$ cat config.mk
export PLATFORM = sky130hd
export DESIGN_NAME = perm_check_unit
export DESIGN_NICKNAME = d
export VERILOG_FILES = /design/src/rtl/perm_check_pkg.sv /design/src/rtl/perm_eval.sv /design/src/rtl/fault_regs.sv /design/src/rtl/perm_check_unit.sv
export SDC_FILE = /design/constraint.sdc
export NUM_CORES = 1
export LEC_CHECK = 0
export ABC_AREA = 1
export BUFFER_PORTS_ARGS = -buffer_cell sky130_fd_sc_hd__buf_2
export CAP_MARGIN = 15
export CORE_MARGIN = 8
export CORE_UTILIZATION = 35
export CTS_CLUSTER_DIAMETER = 30
export DETAILED_ROUTE_END_ITERATION = 8
export PLACE_DENSITY = 0.65
export SLEW_MARGIN = 20
export SYNTH_ARGS = -nofsm -noshare
export SYNTH_HDL_FRONTEND = slang
export SYNTH_SLANG_ARGS = --single-unit
$ cat constraint.sdc
create_clock -name clk -period 1.2 [get_ports clk]
set_clock_uncertainty 0.05 [all_clocks]
set_input_delay 0.06 -clock clk [delete_from_list [all_inputs] [get_ports clk]]
set_output_delay 0.06 -clock clk [all_outputs]
set_load 0.03 [all_outputs]
$ cat src/rtl/perm_check_pkg.sv
package perm_check_pkg;

  localparam logic [2:0] FT_NONE = 3'd0;
  localparam logic [2:0] FT_PROT = 3'd2;
  localparam logic [2:0] FT_PRIV = 3'd3;

  // rights as {read, write, execute}
  function automatic logic [2:0] page_rights(input logic user, input logic [2:0] perm);
    logic [2:0] r;
    case (perm)
      3'd0: r = 3'b100;
      3'd1: r = 3'b110;
      3'd2: r = 3'b101;
      3'd3: r = 3'b111;
      3'd4: r = 3'b001;
      3'd5: r = user ? 3'b100 : 3'b110;
      3'd6: r = user ? 3'b000 : 3'b101;
      default: r = user ? 3'b000 : 3'b111;
    endcase
    return r;
  endfunction

  // class = {store, fetch, supervisor}
  function automatic logic [2:0] perm_fault_type(input logic [2:0] cls, input logic [2:0] perm);
    logic       user;
    logic [2:0] need;
    logic [2:0] have;
    user = ~cls[0];
    need = {~cls[2] & ~cls[1], cls[2], cls[1]};
    have = page_rights(user, perm);
    if (user && (perm[2:1] == 2'b11)) return FT_PRIV;
    if ((need & ~have) != 3'b000) return FT_PROT;
    return FT_NONE;
  endfunction

endpackage

$ cat src/rtl/perm_eval.sv
module perm_eval
  import perm_check_pkg::*;
(
  input  logic       chk_valid,
  input  logic       acc_write,
  input  logic       acc_fetch,
  input  logic       acc_super,
  input  logic       nofault_mode,
  input  logic [2:0] pte_perm,
  input  logic       pte_modified,
  input  logic       walk_err,
  input  logic [2:0] walk_code,
  output logic       fault,
  output logic       perm_err,
  output logic [2:0] cls,
  output logic [2:0] ftype,
  output logic [2:0] rights
);
  logic [2:0] p_type;
  logic [2:0] grant;
  logic       suppress;

  always_comb begin
    cls      = {acc_write, acc_fetch, acc_super};
    p_type   = perm_fault_type(cls, pte_perm);
    grant    = page_rights(~acc_super, pte_perm);
    perm_err = chk_valid && !walk_err && (p_type != FT_NONE);
    suppress = perm_err && nofault_mode && !acc_super;
    fault    = chk_valid && (walk_err || (perm_err && !suppress));
    ftype    = walk_err ? walk_code : p_type;
    rights   = fault ? 3'b000 : {grant[2], grant[1] & pte_modified, grant[0]};
  end
endmodule

$ cat src/rtl/fault_regs.sv
module fault_regs #(
  parameter int VA_W  = 32,
  parameter int LVL_W = 2
) (
  input  logic             clk,
  input  logic             rst_n,
  input  logic             fault_ev,
  input  logic [2:0]       cls,
  input  logic [2:0]       ftype,
  input  logic [LVL_W-1:0] level,
  input  logic [VA_W-1:0]  va,
  input  logic             sw_rd,
  output logic [LVL_W+7:0] status,
  output logic [VA_W-1:0]  addr
);
  localparam int FS_W = LVL_W + 8;

  function automatic logic [FS_W-1:0] status_word(input logic ovf, input logic [2:0] c,
                                                  input logic [2:0] t, input logic [LVL_W-1:0] l);
    return {l, c, t, 1'b1, ovf};
  endfunction

  logic ovf_next;
  assign ovf_next = (status != '0) && !sw_rd;

  always_ff @(posedge clk) begin
    if (!rst_n) begin
      status <= '0;
      addr   <= '0;
    end else if (fault_ev) begin
      status <= status_word(ovf_next, cls, ftype, level);
      addr   <= va;
    end else if (sw_rd) begin
      status <= '0;
    end
  end
endmodule

$ cat src/rtl/perm_check_unit.sv
module perm_check_unit #(
  parameter int VA_W  = 32,
  parameter int LVL_W = 2
) (
  input  logic             clk,
  input  logic             rst_n,
  input  logic             chk_valid,
  input  logic             acc_write,
  input  logic             acc_fetch,
  input  logic             acc_super,
  input  logic             nofault_mode,
  input  logic [2:0]       pte_perm,
  input  logic             pte_modified,
  input  logic             walk_err,
  input  logic [2:0]       walk_code,
  input  logic [LVL_W-1:0] pte_level,
  input  logic [VA_W-1:0]  fault_va,
  input  logic             sw_rd,
  output logic             fault_o,
  output logic             rd_ok_o,
  output logic             wr_ok_o,
  output logic             ex_ok_o,
  output logic [LVL_W+7:0] fstat_o,
  output logic [VA_W-1:0]  faddr_o
);
  logic       fault_w;
  logic       perm_err_w;
  logic [2:0] cls_w;
  logic [2:0] ftype_w;
  logic [2:0] rights_w;

  perm_eval u_eval (
    .chk_valid    (chk_valid),
    .acc_write    (acc_write),
    .acc_fetch    (acc_fetch),
    .acc_super    (acc_super),
    .nofault_mode (nofault_mode),
    .pte_perm     (pte_perm),
    .pte_modified (pte_modified),
    .walk_err     (walk_err),
    .walk_code    (walk_code),
    .fault        (fault_w),
    .perm_err     (perm_err_w),
    .cls          (cls_w),
    .ftype        (ftype_w),
    .rights       (rights_w)
  );

  fault_regs #(.VA_W(VA_W), .LVL_W(LVL_W)) u_regs (
    .clk      (clk),
    .rst_n    (rst_n),
    .fault_ev (fault_w),
    .cls      (cls_w),
    .ftype    (ftype_w),
    .level    (pte_level),
    .va       (fault_va),
    .sw_rd    (sw_rd),
    .status   (fstat_o),
    .addr     (faddr_o)
  );

  assign fault_o = fault_w;
  assign rd_ok_o = rights_w[2];
  assign wr_ok_o = rights_w[1];
  assign ex_ok_o = rights_w[0];
endmodule

* Word level (Yosys, flattened, before mapping)
Cells that the tools add are included.
Widths: inputs -> output; s select.
** Word-level totals
- Register bits :: 42
- Input bits :: 50
- Output and inout port bits :: 46
- Word-level logic and storage cells :: 49
** Cells by class
- Eq/ne operators :: 7
- Muxes and demuxes :: 15
- Bitwise logic cells :: 7
- Reduce and logical (&&, ||, !) cells :: 18
** Operators with widths (number)
- $mux 3 :: 8
- $pmux 3 s7 :: 1
- $mux 10 :: 2
- $reduce_bool 10->1 :: 1
- $eq 3x3->1 const B :: 3
- $logic_and 1x1->1 :: 8
- $eq 3x2->1 const B :: 2
- $reduce_bool 3->1 :: 2
- $logic_not 1->1 :: 4
- $and 3x3->3 :: 1
- $eq 3x1->1 const B :: 1
- $logic_not 3->1 :: 1
- $mux 1 :: 3
- $not 1->1 :: 3
- $not 3->3 :: 1
- $and 1x1->1 :: 2
- $eq 2x2->1 const B :: 1
- $mux 2 :: 1
- $reduce_bool 2->1 :: 1
- $logic_or 1x1->1 :: 1

* Depth between registers and ports, before layout
Gate-level depths: netlist (run 1).
- Depth in word-level cells :: 18
- Mapped depth :: 10
- Depth with buffers taken out :: 10

* Modules after synthesis
From an unflattened synthesis (run 1), not the netlist that was laid out.
** Second synthesis, totals
- Cells, all modules :: 224
- Area, all modules :: 1704.1 um^2
** Modules (own cells, without submodules)
- fault_regs :: instances 1, cells an instance 186, area an instance 1507.7 um^2, seq. area each 840.8 um^2
- perm_eval :: instances 1, cells an instance 38, area an instance 196.4 um^2, seq. area each 0.0 um^2

* Least setup slack after synthesis (run 1)
No wires, ideal clock.
- Path kind :: input to output
- Start :: in acc_super
- End :: out ex_ok_o
- Arrival :: 1.259 ns
- Data required time :: 1.090 ns
- Path slack :: -0.169 ns
- Stages on the path :: 9
- Path buffers :: 1
- Cells stage by stage :: inv_2 -> nand2_1 -> nand2_1 -> nand2_1 -> nand3_2 -> nand2_4 -> nand2_8 -> buf_6 -> a21oi_1
** Between the ends
- Cells in the longest elaborated chain, start to end :: 18
- Elaborated cells between the ends (all ways) :: 25
- Classes of those cells :: mux: 11; bitwise: 3; reduce/logical: 11
** RTL lines
- start, declared :: RTL line perm_check_unit.sv:10 : input logic acc_super,
- $mux 3, or another cell as far along :: RTL line perm_check_pkg.sv:18 : default: r = user ? 3'b000 : 3'b111;
- $pmux 3 s7 :: RTL line perm_check_pkg.sv:10 : case (perm)
- $not 3->3 :: RTL line perm_check_pkg.sv:32 : if ((need & ~have) != 3'b000) return FT_PROT;
- $and 3x3->3 :: RTL line perm_check_pkg.sv:32
- $reduce_bool 3->1 :: RTL line perm_check_pkg.sv:32
- $mux 1 (2 in a row) :: RTL line perm_check_pkg.sv:32
- $mux 3 :: RTL line perm_check_pkg.sv:33 : return FT_NONE;
- $mux 3 :: RTL line perm_check_pkg.sv:32
- $reduce_bool 3->1 :: RTL line perm_eval.sv:27 : perm_err = chk_valid && !walk_err && (p_type != FT_NONE);
- $logic_and 1x1->1 :: RTL line perm_eval.sv:27
- $logic_and 1x1->1 (2 in a row) :: RTL line perm_eval.sv:28 : suppress = perm_err && nofault_mode && !acc_super;
- $logic_not 1->1 :: RTL line perm_eval.sv:29 : fault = chk_valid && (walk_err || (perm_err && !suppress));
- $logic_and 1x1->1 (*) :: RTL line perm_eval.sv:29
- $logic_or 1x1->1 (*) :: RTL line perm_eval.sv:29
- $logic_and 1x1->1 (*) :: RTL line perm_eval.sv:29
- net fault_o :: RTL line perm_check_unit.sv:19 : output logic fault_o,
- $mux 3 (*) :: RTL line perm_eval.sv:31 : rights = fault ? 3'b000 : {grant[2], grant[1] & pte_modified, grant[0]};
- end, declared :: RTL line perm_check_unit.sv:22 : output logic ex_ok_o,
The timed path passes the listed nets; every way through them passes the cells marked *. The select of a mux whose other input is x is not followed.

* Worst setup path after layout (run 1)
- Start :: in acc_super
- End :: out wr_ok_o
** Between the ends
- Cells in the longest elaborated chain, start to end :: 18
- Elaborated cells between the ends (all ways) :: 26
- Classes of those cells :: mux: 11; bitwise: 4; reduce/logical: 11
** RTL lines
- $mux 3, or another cell as far along :: RTL line perm_check_pkg.sv:18
- $pmux 3 s7 :: RTL line perm_check_pkg.sv:10
- $not 3->3 :: RTL line perm_check_pkg.sv:32
- $and 3x3->3 :: RTL line perm_check_pkg.sv:32
- $reduce_bool 3->1 :: RTL line perm_check_pkg.sv:32
- $mux 1 (2 in a row) :: RTL line perm_check_pkg.sv:32
- $mux 3 :: RTL line perm_check_pkg.sv:33
- $mux 3 :: RTL line perm_check_pkg.sv:32
- $reduce_bool 3->1 :: RTL line perm_eval.sv:27
- $logic_and 1x1->1 :: RTL line perm_eval.sv:27
- $logic_and 1x1->1 (2 in a row) :: RTL line perm_eval.sv:28
- $logic_not 1->1 :: RTL line perm_eval.sv:29
- $logic_and 1x1->1 :: RTL line perm_eval.sv:29
- $logic_or 1x1->1 :: RTL line perm_eval.sv:29
- $logic_and 1x1->1 :: RTL line perm_eval.sv:29
- $mux 3 (*) :: RTL line perm_eval.sv:31
- end, declared :: RTL line perm_check_unit.sv:21 : output logic wr_ok_o,
Every way passes the cells marked *; elsewhere a longest branch is shown, timed or not. The select of a mux whose other input is x is not followed.

==> results of run 1 <==
[registers in the layout, indices dropped and copies added (netlist names)]
signal,count
u_regs.status,10
u_regs.addr,32
[power by group through the flow]
| stage | clock network, mW | logic, mW | registers, mW |
|---|---|---|---|
| after global routing | 1.00 | 1.05 | 1.55 |
| after floorplan | 0 | 0.348 | 1.75 |
| after detailed placement | 0 | 0.821 | 1.57 |
| final | 0.901 | 0.971 | 1.54 |
| after CTS | 0.944 | 0.939 | 1.54 |
| after global placement | 0 | 0.815 | 1.57 |
[area by class of cell]
type | count | area (µm²) | share of cell area
tap | 70 | 87.6 | 0.0296
timing repair buffer | 151 | 1070 | 0.360
sequential | 42 | 841 | 0.284
multi-input combinational | 152 | 851 | 0.287
clock inverter | 3 | 21.3 | 0.00718
clock buffer | 5 | 68.8 | 0.0232
inverter | 7 | 26.3 | 0.00887
[worst max-delay path, cell delays in order]
cell	delay, ns
buf_2	0.11
inv_2	0.05
nand2_2	0.07
nand2_2	0.07
nand3_2	0.08
nand3_4	0.08
nand2_4	0.09
nand2_8	0.08
nor3b_4	0.20
buf_6	0.15
[metrics by stage]
stage	power [mW]	instance area (µm²)	setup WS, ns	TNS [ns]
floorplan	2.10	1790	-0.166	-0.366
global placement	2.38	2380	-0.0678	-1.56
detailed placement	2.39	2380	-0.141	-3.90
CTS	3.42	2900	0.00844	0
global route	3.61	2960	-0.0132	-0.0132
finish	3.41	2960	0.0616	0
[repair_timing]
action / 4_1_cts / 5_1_grt
endpoints found under the setup margin: 3 / 9
endpoints found under the hold margin: 38 / 0
pin swaps: 1 / 5
cloned: 0 / 1
hold buffers: 38 / 0
buffers inserted: 3 / 2
resized for setup: 6 / 9
[worst paths after layout]
kind | slack [ns] | from | to
max | 0.06 | acc_super | wr_ok_o
max reg2reg | 0.16 | u_regs.status[4] | u_regs.status[0]
min | 0.001 | chk_valid | u_regs.status[4]
min reg2reg | 0.41 | u_regs.status[8] | u_regs.status[8]
[kinds of logic after synthesis]
| family | after synthesis | share of synthesized area |
|---|---|---|
| AND/OR/NAND/NOR | 108 | 0.305 |
| AO/OA/AOI/OAI | 43 | 0.147 |
| flip-flops | 42 | 0.476 |
| buffers and inverters | 20 | 0.0659 |
| multiplexers | 1 | 0.00567 |
[per-layer routing]
layer	global-route usage	vias to the layer above	wire length [µm]
met1	0.171	915	2350
met5	0	-	0
li1	-	1011	-
met2	0.261	61	2910
met3	0.0755	2	539
met4	0.0297	0	13
[cell usage in the layout, fill, tap and decap left out, types with 2 or more instances in the layout]
master	n
dfxtp_1	42
inv_2	2
buf_12	3
nand3_1	40
a21oi_1	27
nor4_1	2
nand2_1	39
buf_2	91
o21ai_0	2
clkbuf_8	5
nand2_2	15
a21oi_2	12
buf_4	15
nor2_4	2
buf_6	3
dlygate4sd3_1	38
nand4_1	2
nor2_1	3
inv_1	4
==> impl_metrics.ini, run 1 <==
[clocking]
cts_buffer_depth = 2
cts.sinks = 42
clkSlewWorstSetupHoldPaths_ns = 0.09
clk_latency_ns = 0.29
numCtsBuffers = 5
cts_tree = done
cts-htree-levels = 2
clockRootBuffer = clkbuf_8

[cells_and_area]
area_growth_pct = 67.8
fin_cells = 430
final_net_count = 409
drive_gt1_frac = 0.436
n_fill_cell = 444
diodes = 0
fin_util = 0.595

[sta]
post-route-period-util = 0.949
rsz0062_at_grt = yes
hold_viol_final = 0
finalCriticalPeriod_ns = 1.14
fin_hold_ws_ns = 0.00105
setup-violations-final = 0
final_max_slew_viol_count = 0
maxSlewHeadroom = 0.787
fmax_ghz = 0.878
tightest_slew_ns = 0.319

[placed_design]
hpwl_mm = 3.86
gp_congestion = 0.801
dpl.cell_count = 378
portBuffers = 95

[drt]
postRouteAntennaNets = 0
vias_per_cell = 4.63
finalWirelength_mm = 5.81
first_iter_violations = 53
drc = 0
routedWlPerCell_um = 13.5
firstDrtPassIters = 6
vias = 1989

[synth]
synth.distinct_cells = 24
synthArstFlopShare = 0
synth_seq_cells = 42
postSynthAreaPerCell_um2 = 8.25
yosysTopAreaCellShare = 0.476
yosysWarnings = 0
yosysMostFrequentCell = nand2_1
syn-instance-count = 214
ys.flop_type = dfxtp_1
yosysSeqAreaShare = 0.476
syn_area_um2 = 1770
synth_edf_count = 0
synthTopCellsByArea = dfxtp_1, nand3_1, nand2_1
yosysTopAreaCell = dfxtp_1
syn_nets = 264
ys_top_cells_by_count = nand2_1, dfxtp_1, nand3_1

[die]
initial_utilization = 0.355
die_w_um = 87.0
rows = 26
core_um2 = 4980
die_y_um = 87.0
die-area_um2 = 7570
io_pins = 96

[critical_path]
crit_type = in -> out
arrival_ns = 1.03
end_kind = primary output
start_kind = input port
reg2regPathDepth = 4
cp.required_ns = 1.09
cp_max_fo = 7

[power]
p_int_mw = 2.31
switchingPower_mw = 1.11
p_leak_nw = 1.39
seqPwrFrac = 0.452
p_comb_frac = 0.284
p_per_area_nw_per_um2 = 1150
p_sw_frac = 0.324
ir_drop_v = 0.000628
p_clk_frac = 0.264

[grt]
grt_max_degree = 36
grt_pass1_wl_mm = 9.49
antenna_found_initial = 0
grt_pass1_vias = 2043
track_usage = 0.154
overflow = 0

[run_status]
status = complete, no violations

[run]
drv_cap = 0

[worst_hold_path]
hold_depth = 3
hold_path_class = in -> reg
Note: power is estimated with default switching activity, not from simulation.
==> run 2: changes to the inputs <==
- CORE_ASPECT_RATIO: not set -> 1.1
==> run 2 against run 1 <==
Effect of this change:
- sequential share of layout area up 0.40 points
- largest cell class unchanged
- highest routed layer unchanged
- utilization down 0.29 points
- worst setup slack better by 0.0058 ns
- register-to-register slack better by 0.03 ns
==> impl_metrics.ini, run 2 (synthesis results as in run 1) <==
[run_status]
status = complete, no violations

[power]
ir_drop_v = 0.000561
p_per_area_nw_per_um2 = 1240
p_leak_nw = 1.38

[cells_and_area]
final_common_cell = buf_2
area_growth_pct = 65.5
final_net_count = 407
n_fill_cell = 440
drive_gt1_frac = 0.429
reg_top3 = u_regs.addr x32, u_regs.status x10
layout_common_cells = buf_2, dfxtp_1, nand2_1, nand3_1, dlygate4sd3_1
multi_input_area_um2 = 845
fin_cells = 415
diodes = 0
top_register = u_regs.addr
largest_register_ffs = 32
final_area_um2 = 2920
regArea_um2 = 841
fin_util = 0.592

[sta]
hold_viol_final = 0
maxSlewHeadroom = 0.719
finalCriticalPeriod_ns = 1.13
final_max_slew_viol_count = 0
tns_ns = 0
fin_hold_ws_ns = 0.0153
tightest_slew_ns = 0.422
fmax_ghz = 0.883
setup-violations-final = 0
post-route-period-util = 0.944

[clocking]
cts_buffer_depth = 2
clk_latency_ns = 0.29
cts-htree-levels = 2
numCtsBuffers = 5
cts.sinks = 42
cts_tree = done
clkSlewWorstSetupHoldPaths_ns = 0.08
clockRootBuffer = clkbuf_8

[critical_path]
crit_type = in -> out
end_kind = primary output
start_kind = input port
cp_max_fo = 6
arrival_ns = 1.02
cp.required_ns = 1.09

[worst_hold_path]
hold_path_class = in -> reg

[placed_design]
dpl.cell_count = 366
gp_congestion = 0.787
hpwl_mm = 3.86
portBuffers = 95
place_area_um2 = 2360

[drt]
routedWlPerCell_um = 14.0
postRouteAntennaNets = 0
firstDrtPassIters = 4
vias_per_cell = 4.82
first_iter_violations = 52
vias = 2002
drc = 0
finalWirelength_mm = 5.80

[grt]
grt_pass1_vias = 2034
antenna_found_initial = 0
overflow = 0
grt_pass1_wl_mm = 9.40
track_usage = 0.145
grt_max_degree = 35

[die]
rows = 27
die_w_um = 83.7
die_y_um = 90.5
core_um2 = 4930
die-area_um2 = 7580
initial_utilization = 0.358
io_pins = 96

[run]
drv_cap = 0
==> run 2: power by group <==
| group | internal, mW | switching [mW] | leakage, nW |
|---|---|---|---|
| combinational | 0.388 | 0.550 | 0.981 |
| clock | 0.666 | 0.468 | 0.0573 |
| sequential | 1.49 | 0.0519 | 0.345 |
| total | 2.54 | 1.07 | 1.38 |
==> run 2: final cells by class <==
type / count / share of cell area
timing repair buffer: 149 / 0.351
sequential: 42 / 0.288
tap: 58 / 0.0248
inverter: 7 / 0.00899
clock buffer: 6 / 0.0283
multi-input combinational: 152 / 0.289
clock inverter: 1 / 0.0103
==> run 2: final timing paths <==
check / start / to / slack (ns) / cells after the start
worst min register to register: u_regs.status[8] / u_regs.status[8] / 0.42 / 2
worst min-delay path: walk_code[1] / u_regs.status[3] / 0.02 / 3
worst max register to register: u_regs.status[3] / u_regs.status[0] / 0.19 / 4
worst max-delay path: pte_perm[2] / rd_ok_o / 0.07 / 9
==> run 2: per-stage QoR <==
| stage | total power, mW | setup WS (ns) |
|---|---|---|
| floorplan | 2.10 | -0.166 |
| finish | 3.61 | 0.0674 |
| global route | 3.79 | -0.0167 |
| detailed placement | 2.39 | -0.101 |
| global placement | 2.38 | -0.0564 |
| CTS | 3.63 | 0.0227 |
==> run 2: metal layers <==
layer	wire, µm	global-route usage
met5	0	0
met4	76	0.0432
met3	422	0.0569
met2	2930	0.258
met1	2370	0.151
==> run 2: repair_timing <==
action,4_1_cts,5_1_grt
hold buffers,38,0
endpoints found under the hold margin,38,0
pin swaps,0,6
endpoints found under the setup margin,3,5
resized for setup,2,11
setup buffers,3,1
==> run 2: worst max-delay path, cell delays in order <==
cell	delay, ns
buf_4	0.13
nand2_2	0.08
nand2_2	0.07
nand3_2	0.08
nand3_2	0.09
nand2_4	0.10
nand2_8	0.07
a21oi_1	0.12
buf_2	0.21
==> run 3: changes to the inputs <==
--- a/constraint.sdc
+++ b/constraint.sdc
@@ -3,3 +3,3 @@
 set_input_delay 0.06 -clock clk [delete_from_list [all_inputs] [get_ports clk]]
 set_output_delay 0.06 -clock clk [all_outputs]
-set_load 0.03 [all_outputs]
+set_load 0.1 [all_outputs]
==> run 3 against run 2 <==
Effect of this change:
- the flow now finishes with violations (negative setup slack)
- clock-buffer cell count unchanged
- worst setup slack worse by 0.13 ns
- cell area rose by 10%
- critical path depth unchanged
- global-route usage grew 1.3 points
- worst hold slack worse by 0.0087 ns
- wire length rose by 6.4%
- power increased by 19%
==> impl_metrics.ini, run 3 (synthesis results as in run 1) <==
[sta]
finalCriticalPeriod_ns = 1.26
tns_ns = -0.0599
tightest_slew_ns = 0.496
rsz0062_at_grt = yes
hold_viol_final = 0
setup_slack_ns = -0.0599
maxSlewHeadroom = 0.671
fmax_ghz = 0.794
final_max_slew_viol_count = 0
setup-violations-final = 1
post-route-period-util = 1.05

[drt]
postRouteAntennaNets = 0
finalWirelength_mm = 6.16
wl_met1_mm = 2.36
first_iter_violations = 60
drc = 0
top_layer = met4
met2_length_mm = 3.27
vias_per_cell = 4.82
firstDrtPassIters = 4
wl_met3_um = 406
vias = 2035
routedWlPerCell_um = 14.6

[cells_and_area]
multi_input_area_um2 = 886
diodes = 0
n_fill_cell = 412
drive_gt1_frac = 0.566
top_register = u_regs.addr
fin_cells = 422
regArea_um2 = 893
area_growth_pct = 82.0
reg_top3 = u_regs.addr x32, u_regs.status x10
final_net_count = 413
final_area_um2 = 3210
final_common_cell = buf_2
layout_common_cells = buf_2, dfxtp_2, nand3_1
largest_register_ffs = 32

[critical_path]
arrival_ns = 1.15
crit_type = in -> out
cp.required_ns = 1.09
start_kind = input port
end_kind = primary output
reg2regPathDepth = 4
cp_max_fo = 8

[clocking]
cts.sinks = 42
clockRootBuffer = clkbuf_8
clk_latency_ns = 0.29
cts_tree = done
cts_buffer_depth = 2
clkSlewWorstSetupHoldPaths_ns = 0.08
numCtsBuffers = 5
cts-htree-levels = 2

[power]
ir_drop_v = 0.000937
p_per_area_nw_per_um2 = 1340
seqPwrFrac = 0.364
p_comb_frac = 0.378
p_leak_nw = 1.47
switchingPower_mw = 1.69
p_int_mw = 2.62
p_sw_frac = 0.392
p_clk_frac = 0.258

[grt]
antenna_found_initial = 0
track_usage = 0.157
grt_max_degree = 35
grt_pass1_wl_mm = 10.1
grt_pass1_vias = 2125
overflow = 0

[die]
core_um2 = 4930
die_y_um = 90.5
die_w_um = 83.7
initial_utilization = 0.358
rows = 27
die-area_um2 = 7580
io_pins = 96

[worst_hold_path]
hold_path_class = in -> reg
hold_depth = 3

[placed_design]
place_area_um2 = 2610
dp_slack_ns = -0.173
gp_congestion = 0.845
dpl.cell_count = 372
hpwl_mm = 4.17
portBuffers = 95

[run_status]
violations = negative setup slack
status = finished, violations left

[run]
drv_cap = 0
## run 3: power groups by stage
stage / sequential [mW] / combinational, mW / clock [mW]
after CTS: 1.56 / 1.60 / 1.15
after global routing: 1.58 / 1.70 / 1.20
after floorplan: 2.27 / 0.438 / 0
final: 1.57 / 1.63 / 1.11
after global placement: 1.59 / 1.48 / 0
after detailed placement: 1.59 / 1.49 / 0
## run 3: layout make-up
| type | count | share of cell area |
|---|---|---|
| Clock buffer | 6 | 0.0226 |
| Multi-Input combinational cell | 152 | 0.276 |
| Clock inverter | 2 | 0.0117 |
| Timing Repair Buffer | 155 | 0.380 |
| Inverter | 7 | 0.00974 |
| Sequential cell | 42 | 0.278 |
| Tap cell | 58 | 0.0226 |
## run 3: per-stage QoR
stage | hold slack (ns) | utilization | total power [mW]
after floorplan | 0.139 | - | 2.71
after global placement | 0.235 | 0.529 | 3.07
after detailed placement | 0.238 | 0.529 | 3.08
after CTS | 0.00105 | 0.639 | 4.32
after global routing | 0.0159 | 0.651 | 4.49
final | 0.00657 | 0.651 | 4.30
## run 3: worst max-delay path, cell delays in order
cell and delay (ns):
buf_8 0.11, nor2_4 0.10, nand2_2 0.07, nand3_2 0.06, nand3_2 0.09, nand2_4 0.10, nand2_8 0.09, nor3b_4 0.26
buf_12 0.21
## run 3: final timing paths
check / startpoint / end / slack [ns]
min reg2reg: u_regs.status[1] / u_regs.status[1] / 0.41
max reg2reg: u_regs.status[4] / u_regs.status[0] / 0.19
max: pte_perm[0] / wr_ok_o / -0.06
min: walk_code[2] / u_regs.status[4] / 0.007
## run 3: per-layer routing
metal | vias to the layer above | global-route usage
li1 | 1026 | -
met1 | 931 | 0.161
met2 | 66 | 0.283
met3 | 12 | 0.0605
met4 | 0 | 0.0548
met5 | - | 0
## run 3: timing repair
action	4_1_cts	5_1_grt
pin swaps	6	4
endpoints found under the setup margin	4	18
hold endpoints to repair	36	0
setup buffers	4	2
hold buffers	36	0
gates resized for setup	11	17
